`src/rtl/rcs_pkg.sv`:
```
package rcs_pkg;

    typedef enum logic [1:0] {
        ST_IDLE    = 2'd0,
        ST_UPDATE  = 2'd1,
        ST_SCAN    = 2'd2,
        ST_PUBLISH = 2'd3
    } rcs_state_e;

endpackage

```
`src/rtl/rcs_chan_stats.sv`:
```
module rcs_chan_stats #(
    parameter int DW        = 16,
    parameter int AVG_SHIFT = 4,
    localparam int SW       = DW + AVG_SHIFT + 2
) (
    input  logic                 clk,
    input  logic                 rst_n,
    input  logic                 update,
    input  logic signed [DW-1:0] sample,
    output logic signed [SW-1:0] mae_o
);

    logic signed [SW-1:0] mean_q;
    logic signed [SW-1:0] mae_q;
    logic signed [SW-1:0] scaled;
    logic signed [SW-1:0] err;
    logic signed [SW-1:0] dev;
    logic signed [SW-1:0] mean_step;
    logic signed [SW-1:0] mae_step;

    always_comb begin
        scaled    = $signed({{(SW-DW){sample[DW-1]}}, sample}) <<< AVG_SHIFT;
        err       = scaled - mean_q;
        dev       = err[SW-1] ? -err : err;
        mean_step = err >>> AVG_SHIFT;
        mae_step  = (dev - mae_q) >>> AVG_SHIFT;
    end

    always_ff @(posedge clk or negedge rst_n) begin
        if (!rst_n) begin
            mean_q <= '0;
            mae_q  <= '0;
        end else if (update) begin
            mean_q <= mean_q + mean_step;
            mae_q  <= mae_q + mae_step;
        end
    end

    assign mae_o = mae_q;

    AST_STATS_HOLD: assert property (@(posedge clk) disable iff (!rst_n)
        !update |=> ($stable(mae_q) && $stable(mean_q)));
    AST_MAE_NONNEG: assert property (@(posedge clk) disable iff (!rst_n)
        !mae_q[SW-1]);

endmodule

```
`src/rtl/rcs_min_scan.sv`:
```
module rcs_min_scan #(
    parameter int NCH = 4,
    parameter int SW  = 22,
    localparam int IW = (NCH > 1) ? $clog2(NCH) : 1,
    localparam int PW = $clog2(NCH + 1)
) (
    input  logic                    clk,
    input  logic                    rst_n,
    input  logic                    start,
    input  logic                    run,
    input  logic [NCH-1:0][SW-1:0]  mae_bus,
    output logic                    last_o,
    output logic [IW-1:0]           best_idx_o
);

    logic [PW-1:0]        ptr_q;
    logic [IW-1:0]        cur_idx;
    logic signed [SW-1:0] cur_val;
    logic signed [SW-1:0] best_q;
    logic [IW-1:0]        best_idx_q;
    logic                 take;

    always_comb begin
        cur_idx = (ptr_q < PW'(NCH)) ? IW'(ptr_q) : '0;
        cur_val = $signed(mae_bus[cur_idx]);
        take    = (ptr_q == '0) || (cur_val < best_q);
        last_o  = run && (ptr_q == PW'(NCH - 1));
    end

    always_ff @(posedge clk or negedge rst_n) begin
        if (!rst_n) begin
            ptr_q      <= '0;
            best_q     <= '0;
            best_idx_q <= '0;
        end else if (start) begin
            ptr_q <= '0;
        end else if (run) begin
            ptr_q <= ptr_q + 1'b1;
            if (take) begin
                best_q     <= cur_val;
                best_idx_q <= cur_idx;
            end
        end
    end

    assign best_idx_o = best_idx_q;

    AST_SCAN_MONOTONE: assert property (@(posedge clk) disable iff (!rst_n)
        (run && ptr_q != '0) |=> (best_q <= $past(best_q)));
    AST_PTR_RANGE: assert property (@(posedge clk) disable iff (!rst_n)
        ptr_q <= PW'(NCH));

endmodule

```
`src/rtl/rcs_ref_select.sv`:
```
module rcs_ref_select
    import rcs_pkg::*;
#(
    parameter int NCH       = 4,
    parameter int DW        = 16,
    parameter int AVG_SHIFT = 4,
    parameter int WARMUP    = 64,
    localparam int IW       = (NCH > 1) ? $clog2(NCH) : 1,
    localparam int SW       = DW + AVG_SHIFT + 2,
    localparam int CW       = $clog2(WARMUP + 1)
) (
    input  logic              clk,
    input  logic              rst_n,
    input  logic              est_valid,
    input  logic [NCH*DW-1:0] est_delay,
    output logic              sel_valid,
    output logic [IW-1:0]     sel_index,
    output logic [DW-1:0]     sel_delay
);

    rcs_state_e state_q, state_d;

    logic [NCH-1:0][DW-1:0] cap_q;
    logic [NCH-1:0][SW-1:0] mae_bus;
    logic [CW-1:0]          cnt_q;
    logic                   warm;
    logic                   capture;
    logic                   do_update;
    logic                   do_scan;
    logic                   scan_last;
    logic [IW-1:0]          best_idx;
    logic [IW-1:0]          pub_idx;

    assign capture   = (state_q == ST_IDLE) && est_valid;
    assign do_update = (state_q == ST_UPDATE);
    assign do_scan   = (state_q == ST_SCAN);
    assign warm      = (cnt_q == CW'(WARMUP));
    assign pub_idx   = warm ? best_idx : '0;

    always_ff @(posedge clk or negedge rst_n) begin
        if (!rst_n) state_q <= ST_IDLE;
        else        state_q <= state_d;
    end

    always_comb begin
        state_d = state_q;
        unique case (state_q)
            ST_IDLE:    if (est_valid) state_d = ST_UPDATE;
            ST_UPDATE:  state_d = ST_SCAN;
            ST_SCAN:    if (scan_last) state_d = ST_PUBLISH;
            ST_PUBLISH: state_d = ST_IDLE;
            default:    state_d = ST_IDLE;
        endcase
    end

    always_ff @(posedge clk or negedge rst_n) begin
        if (!rst_n) begin
            cap_q <= '0;
        end else if (capture) begin
            for (int c = 0; c < NCH; c++) cap_q[c] <= est_delay[c*DW +: DW];
        end
    end

    always_ff @(posedge clk or negedge rst_n) begin
        if (!rst_n)                     cnt_q <= '0;
        else if (do_update && !warm)    cnt_q <= cnt_q + 1'b1;
    end

    for (genvar g = 0; g < NCH; g++) begin : g_chan
        rcs_chan_stats #(
            .DW        (DW),
            .AVG_SHIFT (AVG_SHIFT)
        ) u_stats (
            .clk    (clk),
            .rst_n  (rst_n),
            .update (do_update),
            .sample (cap_q[g]),
            .mae_o  (mae_bus[g])
        );
    end

    rcs_min_scan #(
        .NCH (NCH),
        .SW  (SW)
    ) u_scan (
        .clk        (clk),
        .rst_n      (rst_n),
        .start      (do_update),
        .run        (do_scan),
        .mae_bus    (mae_bus),
        .last_o     (scan_last),
        .best_idx_o (best_idx)
    );

    always_ff @(posedge clk or negedge rst_n) begin
        if (!rst_n) begin
            sel_valid <= 1'b0;
            sel_index <= '0;
            sel_delay <= '0;
        end else begin
            sel_valid <= (state_q == ST_PUBLISH);
            if (state_q == ST_PUBLISH) begin
                sel_index <= pub_idx;
                sel_delay <= cap_q[pub_idx];
            end
        end
    end

    AST_VALID_PULSE: assert property (@(posedge clk) disable iff (!rst_n)
        sel_valid |=> !sel_valid);
    AST_CAPTURE_HOLD: assert property (@(posedge clk) disable iff (!rst_n)
        (state_q != ST_IDLE) |=> $stable(cap_q));
    AST_WARMUP_CH0: assert property (@(posedge clk) disable iff (!rst_n)
        (sel_valid && cnt_q < CW'(WARMUP)) |-> (sel_index == '0));
    AST_INDEX_RANGE: assert property (@(posedge clk) disable iff (!rst_n)
        {1'b0, sel_index} < (IW+1)'(NCH));
    AST_OUT_HOLD: assert property (@(posedge clk) disable iff (!rst_n)
        (state_q != ST_PUBLISH) |=> ($stable(sel_index) && $stable(sel_delay)));

endmodule

```
`config.mk`:
```
export PLATFORM = sky130hd
export DESIGN_NAME = rcs_ref_select
export DESIGN_NICKNAME = d
export VERILOG_FILES = /design/src/rtl/rcs_pkg.sv /design/src/rtl/rcs_chan_stats.sv /design/src/rtl/rcs_min_scan.sv /design/src/rtl/rcs_ref_select.sv
export SDC_FILE = /design/constraint.sdc
export NUM_CORES = 1
export LEC_CHECK = 0
export BUFFER_PORTS_ARGS = -buffer_cell sky130_fd_sc_hd__buf_2
export CAP_MARGIN = 20
export CORE_MARGIN = 4
export CORE_UTILIZATION = 50
export DETAILED_ROUTE_END_ITERATION = 7
export PLACE_DENSITY = 0.69
export SYNTH_ARGS = -nofsm -noshare
export SYNTH_HDL_FRONTEND = slang
export SYNTH_SLANG_ARGS = --single-unit
export TNS_END_PERCENT = 100
```
`constraint.sdc`:
```
create_clock -name clk -period 11 [get_ports clk]
set_input_delay 2.2 -clock clk [delete_from_list [all_inputs] [get_ports clk]]
set_output_delay 2.2 -clock clk [all_outputs]
set_load 0.005 [all_outputs]
```
==> impl_metrics.toml <==
[synthesis]
synth-seq-area-share_pct = 26.2
synth_cells = 3328
synth_top_area_share_pct = 26.2
synth-seq-cells = 295
yosysUniqueCellTypes = 95
synth_ff_type = "dfrtp_1"
synth_most_common_cell = "ha_1"
synthTopCellsByArea = "dfrtp_1 26%, ha_1 16%, xnor2_1 7.1%, mux2_2 4.7%, o21ai_0 4.5%"
yosysTopAreaCell = "dfrtp_1"
syn_area_mm2 = 0.0282
yosys_warnings = 0
netlist_top_cells_count = "353 x ha_1, 308 x nand2_1, 295 x dfrtp_1, 270 x inv_1, 251 x o21ai_0"
synth_edf_count = 0
synth_nets = 3756
synth.avg_cell_area_um2 = 8.47
async_reset_ff_share_pct = 100

[setup_path]
crit_slowest_cell = "xor2_1"
endpoint_kind = "flip-flop"
path_max_fanout = 20
required_ns = 11.42
start_kind = "flip-flop"
worstPathArrival_ns = 8.45
worst_r2r_startpoint = "cap_q[1]"
path_class = "reg -> reg"
critPathLaunch = "cap_q[1]"
cp_slowest_stage_delay_ns = 0.57
ff2ff_path_depth = 31

[die]
start_util_pct = 50.8
die-area_mm2 = 0.0603
ios = 86
die_y_um = 246
die_w_um = 246
core-area_mm2 = 0.0555
rows = 86

[global_routing]
grt_pass1_vias = 22372
grt_overflow_total = 0
antenna_found_initial = 2
grt_pass1_wl_um = 119000
grt_max_degree = 163
track_usage_pct = 24.0

[worst_hold_path]
holdPathStages = 1
worst_hold_path_type = "reg -> reg"
hp-start = "cnt_q[6]"

[final_layout]
utilization_pct = 55.4
fin_nets = 3815
fin_area_mm2 = 0.0308
drive_gt1_share_pct = 9.40
syn_to_final_growth_pct = 9.11
n_fill_cell = 5244
diodes = 0

[detailed_routing]
vias = 23494
drt-initial-drc-count = 1510
drt_wl_total_um = 73100
wl_per_cell_um = 17.6
first_pass_iters = 6
drc_errors = 0
vias_per_cell = 5.64
antenna_left = 0

[clock_network]
cts_max_level = 2
cts-root-buf = "clkbuf_16"
clock-sinks = 295
clkSlewWorstSetupHoldPaths_ns = 0.06
cts_resized = 0
cts-buffers-inserted = 38
clkLatencyLatePin_ns = 0.57
cts_tree = "built"
cts.path.max_buffers = 3
hold_buffers = 0
post_cts_buffers = 0

[sta]
clock_skew_ns = 0.0193
relSlewSlack_pct = 29.8
post-route-period-util_pct = 72.9
rsz0062_at_grt = "no"
slew_violations = 0
max_freq_mhz = 125
worstMarginPinSlew_ns = 1.05
setup-violations-final = 0
post-route-min-period_ns = 8.02
setup_tns_ns = 0
finalHoldViolations = 0

[placed_design]
place_congestion = 0.909
placed_area_mm2 = 0.0294
port_buffers = 85
dp_hpwl_um = 56300

[run_status]
status = "complete, no violations"

[flow_run]
drv_cap = 0
## per-layer routing
| layer | wire length (µm) | up-vias | track usage, % |
|---|---|---|---|
| li1 | - | 11954 | - |
| met1 | 35000 | 11057 | 33.6 |
| met2 | 33400 | 402 | 39.5 |
| met3 | 3100 | 79 | 3.22 |
| met4 | 1650 | 2 | 6.04 |
| met5 | 7 | - | 0 |
## cell type report
cell class / count / area [µm²] / share of cell area [%]
Clock buffer: 48 / 1060 / 3.44
Timing Repair Buffer: 101 / 601 / 1.95
Sequential cell: 295 / 7380 / 24.0
Multi-Input combinational cell: 2680 / 19500 / 63.4
Clock inverter: 20 / 260 / 0.846
Inverter: 271 / 1020 / 3.31
Tap cell: 748 / 936 / 3.04
## through the flow
stage / hold WS, ns / setup slack [ns] / instances
global route: 0.489 / 2.33 / 4163
CTS: 0.473 / 3.01 / 4162
detailed placement: 0.453 / 3.04 / 4094
floorplan: 0.434 / 3.40 / 3328
global placement: 0.460 / 3.15 / 4094
finish: 0.475 / 2.98 / 4163
## placed cells by master, fill, tap and decap left out, types with 7 or more instances in the layout
cell,count
mux2i_1,34
and2_1,17
xor2_1,124
inv_1,270
buf_4,13
o211ai_1,13
a21boi_0,13
fa_1,8
o21a_1,47
a211oi_1,57
clkbuf_16,38
nand4_1,20
buf_2,84
nor3_1,57
o21ai_0,251
and3_1,21
clkbuf_8,7
nand3_1,50
dfrtp_1,295
mux2_2,117
nor2b_1,64
a21o_1,106
a211o_1,9
nor4_1,9
a31oi_1,63
xnor2_1,228
nor3b_1,12
o21bai_1,30
or2_2,9
nand2b_1,55
a21oi_1,214
o31ai_1,20
nor2_1,210
ha_1,352
or3_1,31
nand2_1,307
## worst paths after layout
path,end,slack (ns)
max,g_chan[0].u_stats.mae_o[21],2.98
min,cnt_q[6],0.48
max reg2reg,g_chan[0].u_stats.mae_o[21],2.98
max in group asynchronous,cap_q[51],7.81
min reg2reg,cnt_q[6],0.48
min in group asynchronous,g_chan[2].u_stats.mean_q[20],1.64
## kinds of logic after synthesis
family          after synthesis  share of synthesized area [%]
mux                         151                           5.88
fa+ha+maj                   364                           16.3
compound gates              906                           20.3
simple gates                905                           15.6
xor+xnor                    354                           11.0
buf+inv                     353                           4.72
flops                       295                           26.2
## flip-flops by register name, indices dropped and copies added, names as in the netlist
signal / cells
g_chan.u_stats.mae_o: 88
g_chan.u_stats.mean_q: 88
cap_q: 64
u_scan.best_q: 22
sel_delay: 16
cnt_q: 7
u_scan.ptr_q: 3
sel_index: 2
state_q: 2
u_scan.best_idx_o: 2
sel_valid: 1
## critical path, delay by kind of cell (launching register included)
kind	cells	cell delay, ns
flops	1	0.40
xor+xnor	5	1.44
compound gates	16	3.48
buf+inv	1	0.48
fa+ha+maj	3	1.15
simple gates	6	0.92
Power is left out: the tool's default activity adds up to more than one toggle a clock period on the data nets, which glitch-free logic cannot reach.
